File: src/rtl/nand_add_pkg.sv
`timescale 1ns/1ps
package nand_add_pkg;

    typedef enum logic [1:0] {
        PH_IDLE  = 2'd0,
        PH_CALC  = 2'd1,
        PH_CLEAR = 2'd2
    } phase_e;

    // The nine gate outputs of one full-adder cell
    typedef struct packed {
        logic g1; // nand(a, b)
        logic g2; // nand(a, g1)
        logic g3; // nand(b, g1)
        logic g4; // a xor b
        logic g5; // nand(g4, ci)
        logic g6; // nand(g4, g5)
        logic g7; // nand(ci, g5)
        logic g8; // sum
        logic g9; // carry out
    } fa_gate_t;

    localparam int unsigned CLEAR_CYCLES = 2;

    function automatic logic nand2(input logic x, input logic y);
        return ~(x & y);
    endfunction

    function automatic int unsigned settle_cycles(input int unsigned w);
        return 2 * (w - 1) + 6;
    endfunction

    // Next state of every gate: each gate reads the registered outputs of its fan-in
    function automatic fa_gate_t fa_next(input fa_gate_t q, input logic a,
                                         input logic b, input logic ci);
        fa_gate_t d;
        d.g1 = nand2(a, b);
        d.g2 = nand2(a, q.g1);
        d.g3 = nand2(b, q.g1);
        d.g4 = nand2(q.g2, q.g3);
        d.g5 = nand2(q.g4, ci);
        d.g6 = nand2(q.g4, q.g5);
        d.g7 = nand2(ci, q.g5);
        d.g8 = nand2(q.g6, q.g7);
        d.g9 = nand2(q.g1, q.g5);
        return d;
    endfunction

endpackage

File: src/rtl/nand_fa_cell.sv
`timescale 1ns/1ps
module nand_fa_cell
    import nand_add_pkg::*;
(
    input  logic clk,
    input  logic rst,
    input  logic run,
    input  logic a,
    input  logic b,
    input  logic ci,
    output logic sum_d,
    output logic co
);
    fa_gate_t q;
    fa_gate_t d;

    always_comb d = fa_next(q, a, b, ci);

    // Outside the compute phase every gate rests at 1
    always_ff @(posedge clk) begin
        if (rst || !run) q <= '1;
        else             q <= d;
    end

    assign sum_d = d.g8;
    assign co    = q.g9;
endmodule

File: src/rtl/nand_add_grp.sv
`timescale 1ns/1ps
module nand_add_grp #(
    parameter int unsigned LANES = 4
) (
    input  logic             clk,
    input  logic             rst,
    input  logic             run,
    input  logic [LANES-1:0] a,
    input  logic [LANES-1:0] b,
    input  logic             ci,
    output logic [LANES-1:0] sum_d,
    output logic             co
);
    logic [LANES:0] chain;
    assign chain[0] = ci;

    for (genvar i = 0; i < LANES; i++) begin : g_lane
        nand_fa_cell u_cell (
            .clk   (clk),
            .rst   (rst),
            .run   (run),
            .a     (a[i]),
            .b     (b[i]),
            .ci    (chain[i]),
            .sum_d (sum_d[i]),
            .co    (chain[i+1])
        );
    end

    assign co = chain[LANES];
endmodule

File: src/rtl/nand_add_sect.sv
`timescale 1ns/1ps
module nand_add_sect #(
    parameter int unsigned FA_PER_GRP   = 4,
    parameter int unsigned GRP_PER_SECT = 4
) (
    input  logic                                clk,
    input  logic                                rst,
    input  logic                                run,
    input  logic [FA_PER_GRP*GRP_PER_SECT-1:0]  a,
    input  logic [FA_PER_GRP*GRP_PER_SECT-1:0]  b,
    input  logic                                ci,
    output logic [FA_PER_GRP*GRP_PER_SECT-1:0]  sum_d,
    output logic                                co
);
    logic [GRP_PER_SECT:0] chain;
    assign chain[0] = ci;

    for (genvar g = 0; g < GRP_PER_SECT; g++) begin : g_grp
        nand_add_grp #(.LANES(FA_PER_GRP)) u_grp (
            .clk   (clk),
            .rst   (rst),
            .run   (run),
            .a     (a[g*FA_PER_GRP +: FA_PER_GRP]),
            .b     (b[g*FA_PER_GRP +: FA_PER_GRP]),
            .ci    (chain[g]),
            .sum_d (sum_d[g*FA_PER_GRP +: FA_PER_GRP]),
            .co    (chain[g+1])
        );
    end

    assign co = chain[GRP_PER_SECT];
endmodule

File: src/rtl/nand_ripple_adder.sv
`timescale 1ns/1ps
module nand_ripple_adder
    import nand_add_pkg::*;
#(
    parameter int unsigned WIDTH        = 32,
    parameter int unsigned FA_PER_GRP   = 4,
    parameter int unsigned GRP_PER_SECT = 4
) (
    input  logic             clk,
    input  logic             rst,
    input  logic             start,
    input  logic [WIDTH-1:0] op_a,
    input  logic [WIDTH-1:0] op_b,
    input  logic             carry_in,
    output logic             ready,
    output logic             done,
    output logic [WIDTH-1:0] sum,
    output logic             carry_out
);
    localparam int unsigned SECT_W = FA_PER_GRP * GRP_PER_SECT;
    localparam int unsigned N_SECT = WIDTH / SECT_W;
    localparam int unsigned LAT    = settle_cycles(WIDTH);
    localparam int unsigned LAST   = LAT + CLEAR_CYCLES;
    localparam int unsigned CW     = $clog2(LAST + 1);

    phase_e         phase;
    logic [CW-1:0]  cnt;
    logic [WIDTH-1:0] opa_q, opb_q, sum_q;
    logic           ci_q, co_q, done_q;
    logic           run;
    logic [WIDTH-1:0] sum_d;
    logic [N_SECT:0]  sect_c;

    assign run   = (phase == PH_CALC);
    assign ready = (phase == PH_IDLE) ||
                   (phase == PH_CLEAR && cnt == CW'(LAST));

    assign sect_c[0] = ci_q;

    for (genvar s = 0; s < N_SECT; s++) begin : g_sect
        nand_add_sect #(
            .FA_PER_GRP   (FA_PER_GRP),
            .GRP_PER_SECT (GRP_PER_SECT)
        ) u_sect (
            .clk   (clk),
            .rst   (rst),
            .run   (run),
            .a     (opa_q[s*SECT_W +: SECT_W]),
            .b     (opb_q[s*SECT_W +: SECT_W]),
            .ci    (sect_c[s]),
            .sum_d (sum_d[s*SECT_W +: SECT_W]),
            .co    (sect_c[s+1])
        );
    end

    always_ff @(posedge clk) begin
        if (rst) begin
            phase  <= PH_IDLE;
            cnt    <= '0;
            opa_q  <= '0;
            opb_q  <= '0;
            ci_q   <= 1'b0;
            sum_q  <= '0;
            co_q   <= 1'b0;
            done_q <= 1'b0;
        end else begin
            done_q <= 1'b0;
            unique case (phase)
                PH_IDLE: begin
                    if (start) begin
                        opa_q <= op_a;
                        opb_q <= op_b;
                        ci_q  <= carry_in;
                        phase <= PH_CALC;
                        cnt   <= CW'(1);
                    end
                end
                PH_CALC: begin
                    cnt <= cnt + CW'(1);
                    if (cnt == CW'(LAT)) begin
                        sum_q  <= sum_d;
                        co_q   <= sect_c[N_SECT];
                        done_q <= 1'b1;
                        phase  <= PH_CLEAR;
                    end
                end
                PH_CLEAR: begin
                    if (cnt == CW'(LAST)) begin
                        if (start) begin
                            opa_q <= op_a;
                            opb_q <= op_b;
                            ci_q  <= carry_in;
                            phase <= PH_CALC;
                            cnt   <= CW'(1);
                        end else begin
                            phase <= PH_IDLE;
                            cnt   <= '0;
                        end
                    end else begin
                        cnt <= cnt + CW'(1);
                    end
                end
                default: begin
                    phase <= PH_IDLE;
                    cnt   <= '0;
                end
            endcase
        end
    end

    assign done      = done_q;
    assign sum       = sum_q;
    assign carry_out = co_q;
endmodule

File: config.mk
export PLATFORM = sky130hd
export DESIGN_NAME = nand_ripple_adder
export DESIGN_NICKNAME = d
export VERILOG_FILES = /design/src/rtl/nand_add_pkg.sv /design/src/rtl/nand_fa_cell.sv /design/src/rtl/nand_add_grp.sv /design/src/rtl/nand_add_sect.sv /design/src/rtl/nand_ripple_adder.sv
export SDC_FILE = /design/constraint.sdc
export NUM_CORES = 1
export LEC_CHECK = 0
export BUFFER_PORTS_ARGS = -buffer_cell sky130_fd_sc_hd__clkbuf_2
export CAP_MARGIN = 20
export CORE_ASPECT_RATIO = 0.7
export CORE_MARGIN = 3
export CORE_UTILIZATION = 45
export CTS_CLUSTER_DIAMETER = 50
export DETAILED_ROUTE_END_ITERATION = 8
export HOLD_SLACK_MARGIN = 0.06
export PLACE_DENSITY = 0.75
export RECOVER_POWER = 50
export SKIP_LAST_GASP = 1
export SYNTH_ARGS = -nofsm -noshare
export SYNTH_HDL_FRONTEND = slang
export SYNTH_HIERARCHICAL = 1
export SYNTH_SLANG_ARGS = --single-unit
File: constraint.sdc
create_clock -name clk -period 3.15 [get_ports clk]
set_clock_uncertainty 0.2 [all_clocks]
set_input_delay 0.315 -clock clk [delete_from_list [all_inputs] [get_ports clk]]
set_output_delay 0.315 -clock clk [all_outputs]
set_load 0.02 [all_outputs]
==> metrics.md <==
| Metric | Value |
|---|---|
| Die ar. | just under 0.03 mm² |
| Synth unique cells | 31 |
| Die width | slightly above 200 µm |
| Post-CTS Hold Fix Bufs | 66 |
| Crit path capture type | flip-flop |
| Final Hold Fails | 0 |
| Initial core utilization | 0.4680 |
| CTS buffer count | 31 |
| Area Overhead vs Synth | 19.08% |
| Max-Cap Viols | 0 |
| Post-Syn Area | approximately 0.012 mm² |
| Crit path cell chain | nor2b_1 > nand3_1 > buf_4 > nand2_1 > a21oi_1 |
| Placed cell areas | 0.01300 mm² |
| Ys Warns | 6 |
| TritonCTS clock tree | yes |
| Maximum clock insertion buffer count | 3 |
| Mapped Avg Cell Area | roughly 12 µm² |
| GRT Util Overall | 0.1496 |
| Rel. slew slack | 0.3198 |
| Clock sink count | 364 |
| Critical path arrival | around 2.9 ns |
| Seq cells post-synth | around 360 |
| Clock transition at path regs | around 0.070 ns |
| Final Non-Filler Cells | 1,590 |
| Post-CTS sizing | 0 |
| Commonest non-fill, non-tap cell in the layout | dfxtp_1 |
| Largest cells by area after synthesis | dfxtp_1, nand4b_1, nand2b_1, mux2i_1, nand2_1 |
| Post-DP HPWL | around 14 mm |
| Initial antenna violation count | 0 |
| Via count | ~8,100 |
| Status | finished clean |
| Gpl congestion | between 0.7 and 0.8 |
| DP Cell Count | ~1,500 |
| Wire length per cell | roughly 14 µm |
| Critical-path top delay cell | nand3_1 |
| Die Span Y | between 100 and 150 µm |
| Slowest Stage Delay on Critical Path | approximately 0.78 ns |
| Net count, final | about 1,300 |
| Most frequent cells in the layout | dfxtp_1, nand4b_1, nand2b_1 |
| H-tree levels | 1 |
| Leak | about 5.4 nW |
| Crit path time final | approximately 2.7 ns |
| Initial DRT Pass Iterations | 4 |
| Hold/Removal Path Class | reg -> reg |
| Slew Viols, Final | 0 |
| Insertion delay to the later sink of the worst-skew pair | about 0.55 ns |
| CP max FO | 20 |
| First-pass GRT wire length | ~37 mm |
| CP required | 3.34 ns |
| Starting DRT DRC Count | 478 |
| Syn_nets | between 1,000 and 1,500 |
| Final ANT Viol Nets | 0 |
| Final wirelength | 22.78 mm |
| Via/cell ratio | just over 5 |
| IO buf count | between 100 and 150 |
| DRC Markers | 0 |
| Pin count of the biggest net entering global routing | between 150 and 200 |
| Worst Tran Pin Value | 1.020 ns |
| Power Dens Cells | 640.0 mW/mm² |
| Final worst path period share | 0.8468 |
| Fmax | about 370 MHz |
| Share of cells above drive strength 1 | 0.1071 |
| Core Rows | 49 |
| # IOs | between 100 and 150 |
| Congestion Overflow GR | 0 |
| Number of global-route vias before repair | around 7,600 |
| Clk Tree Root Cell | clkbuf_16 |
| Post-synthesis sequential area ratio | 0.5921 |
| Core area | 0.02630 mm² |
| # setup viols final | 0 |
| Fin area | between 0.01 and 0.015 mm² |
| Buffer count from post-CTS setup fixing | 0 |
| Syn Inst Count | between 1,000 and 1,500 |
| RSZ-0062 raised after global routing | no |
| IR Drop Worst-Case VDD | approximately 0.41 mV |
| Crit path kind | reg -> reg |
| Crit start category | flip-flop |
| Area fraction of the dominant cell type after synthesis | 0.5921 |
| Area leader, netlist | dfxtp_1 |
| ANT cells | 0 |
| Setup TNS | 0 ns |
layout make-up:
type / count / area [µm²]
clock buffer: 44 / 924.6
fill: 2223 / 11640
multi-input combinational: 635 / 4606
inverter: 2 / 7.507
tap: 357 / 446.7
clock inverter: 11 / 133.9
timing repair buffer: 177 / 1251
sequential: 364 / 7287
path summary, 6_finish.rpt:
check,from,endpoint,slack (ns),depth (start not counted)
min,flip-flop,flip-flop,0.19,1
max,phase[0],sum[13],0.48,5
min reg2reg,flip-flop,flip-flop,0.19,1
max reg2reg,phase[0],sum[13],0.48,5
critical path, delay by kind of cell (launching register included):
family / cells / cell delay (ns)
compound gates: 1 / 0.06
simple gates: 3 / 1.27
buf+inv: 1 / 0.50
flops: 1 / 0.49
where the power goes:
| group | total (mW) | switching, mW | internal, mW |
|---|---|---|---|
| Sequential | 4.92 | 0.116 | 4.81 |
| Combinational | 0.595 | 0.294 | 0.301 |
| Clock | 3.86 | 1.59 | 2.28 |
| Total | 9.38 | 2.00 | 7.38 |
through the flow:
step | utilization | total power [mW] | hold WS, ns | setup WS [ns]
final | 0.5573 | 9.380 | 0.1949 | 0.4826
after global routing | 0.5573 | 9.734 | 0.2055 | 0.2868
after CTS | 0.5595 | 9.476 | 0.1986 | 0.6593
after detailed placement | 0.4941 | 5.558 | 0.1856 | 1.006
after global placement | 0.4941 | 5.542 | 0.1788 | 1.060
after floorplan | - | 5.404 | 0.1781 | 0.6458
flip-flops by register name, indices dropped and copies added (netlist names):
| register | cells |
|---|---|
| g_sect.u_sect/g_grp.u_grp/g_lane.u_cell/q | 224 |
| g_sect.u_sect/g_grp.u_grp/g_lane.u_cell/co | 32 |
| opb_q | 32 |
| carry_out | 1 |
| ci_q | 1 |
| done | 1 |
| phase | 2 |
| sum | 32 |
| opa_q | 32 |
| cnt | 7 |
logic make-up after synthesis:
family	Yosys count	synth area share
flip-flops	364	0.5921
buffers and inverters	69	0.03385
adder cells (fa/ha/maj)	3	0.003050
AND/OR/NAND/NOR	514	0.2919
AO/OA/AOI/OAI	47	0.02196
multiplexers	66	0.05367
XOR/XNOR	5	0.003558
synthesized netlist by cell type:
cell type / n
o21bai_1: 2
a21boi_4: 1
o21a_1: 1
nand3_1: 3
buf_1: 1
nand2b_1: 132
nor2b_1: 4
and4bb_4: 1
nor3b_1: 1
nor2_1: 8
a2111oi_0: 1
nor3_1: 1
a221oi_1: 1
nand2_1: 102
nand2_4: 1
buf_4: 4
buf_12: 6
or3_1: 1
xor2_1: 5
ha_1: 3
buf_2: 36
a21boi_0: 1
and3_1: 3
dfxtp_1: 364
a2bb2oi_1: 1
mux2i_1: 66
nand4_1: 1
a21oi_1: 39
nand4b_1: 256
inv_1: 2
clkbuf_1: 20
layer usage:
layer	GRT usage	share of wire	routed length, µm	vias to the layer above
met5	0	0	0	-
met4	0.02642	0.011	254	0
met3	0.02520	0.037	845	29
met2	0.2403	0.43	9794	123
met1	0.2167	0.52	11880	3833
li1	-	-	-	4129
No activity file was read; power rests on OpenSTA's default activity.
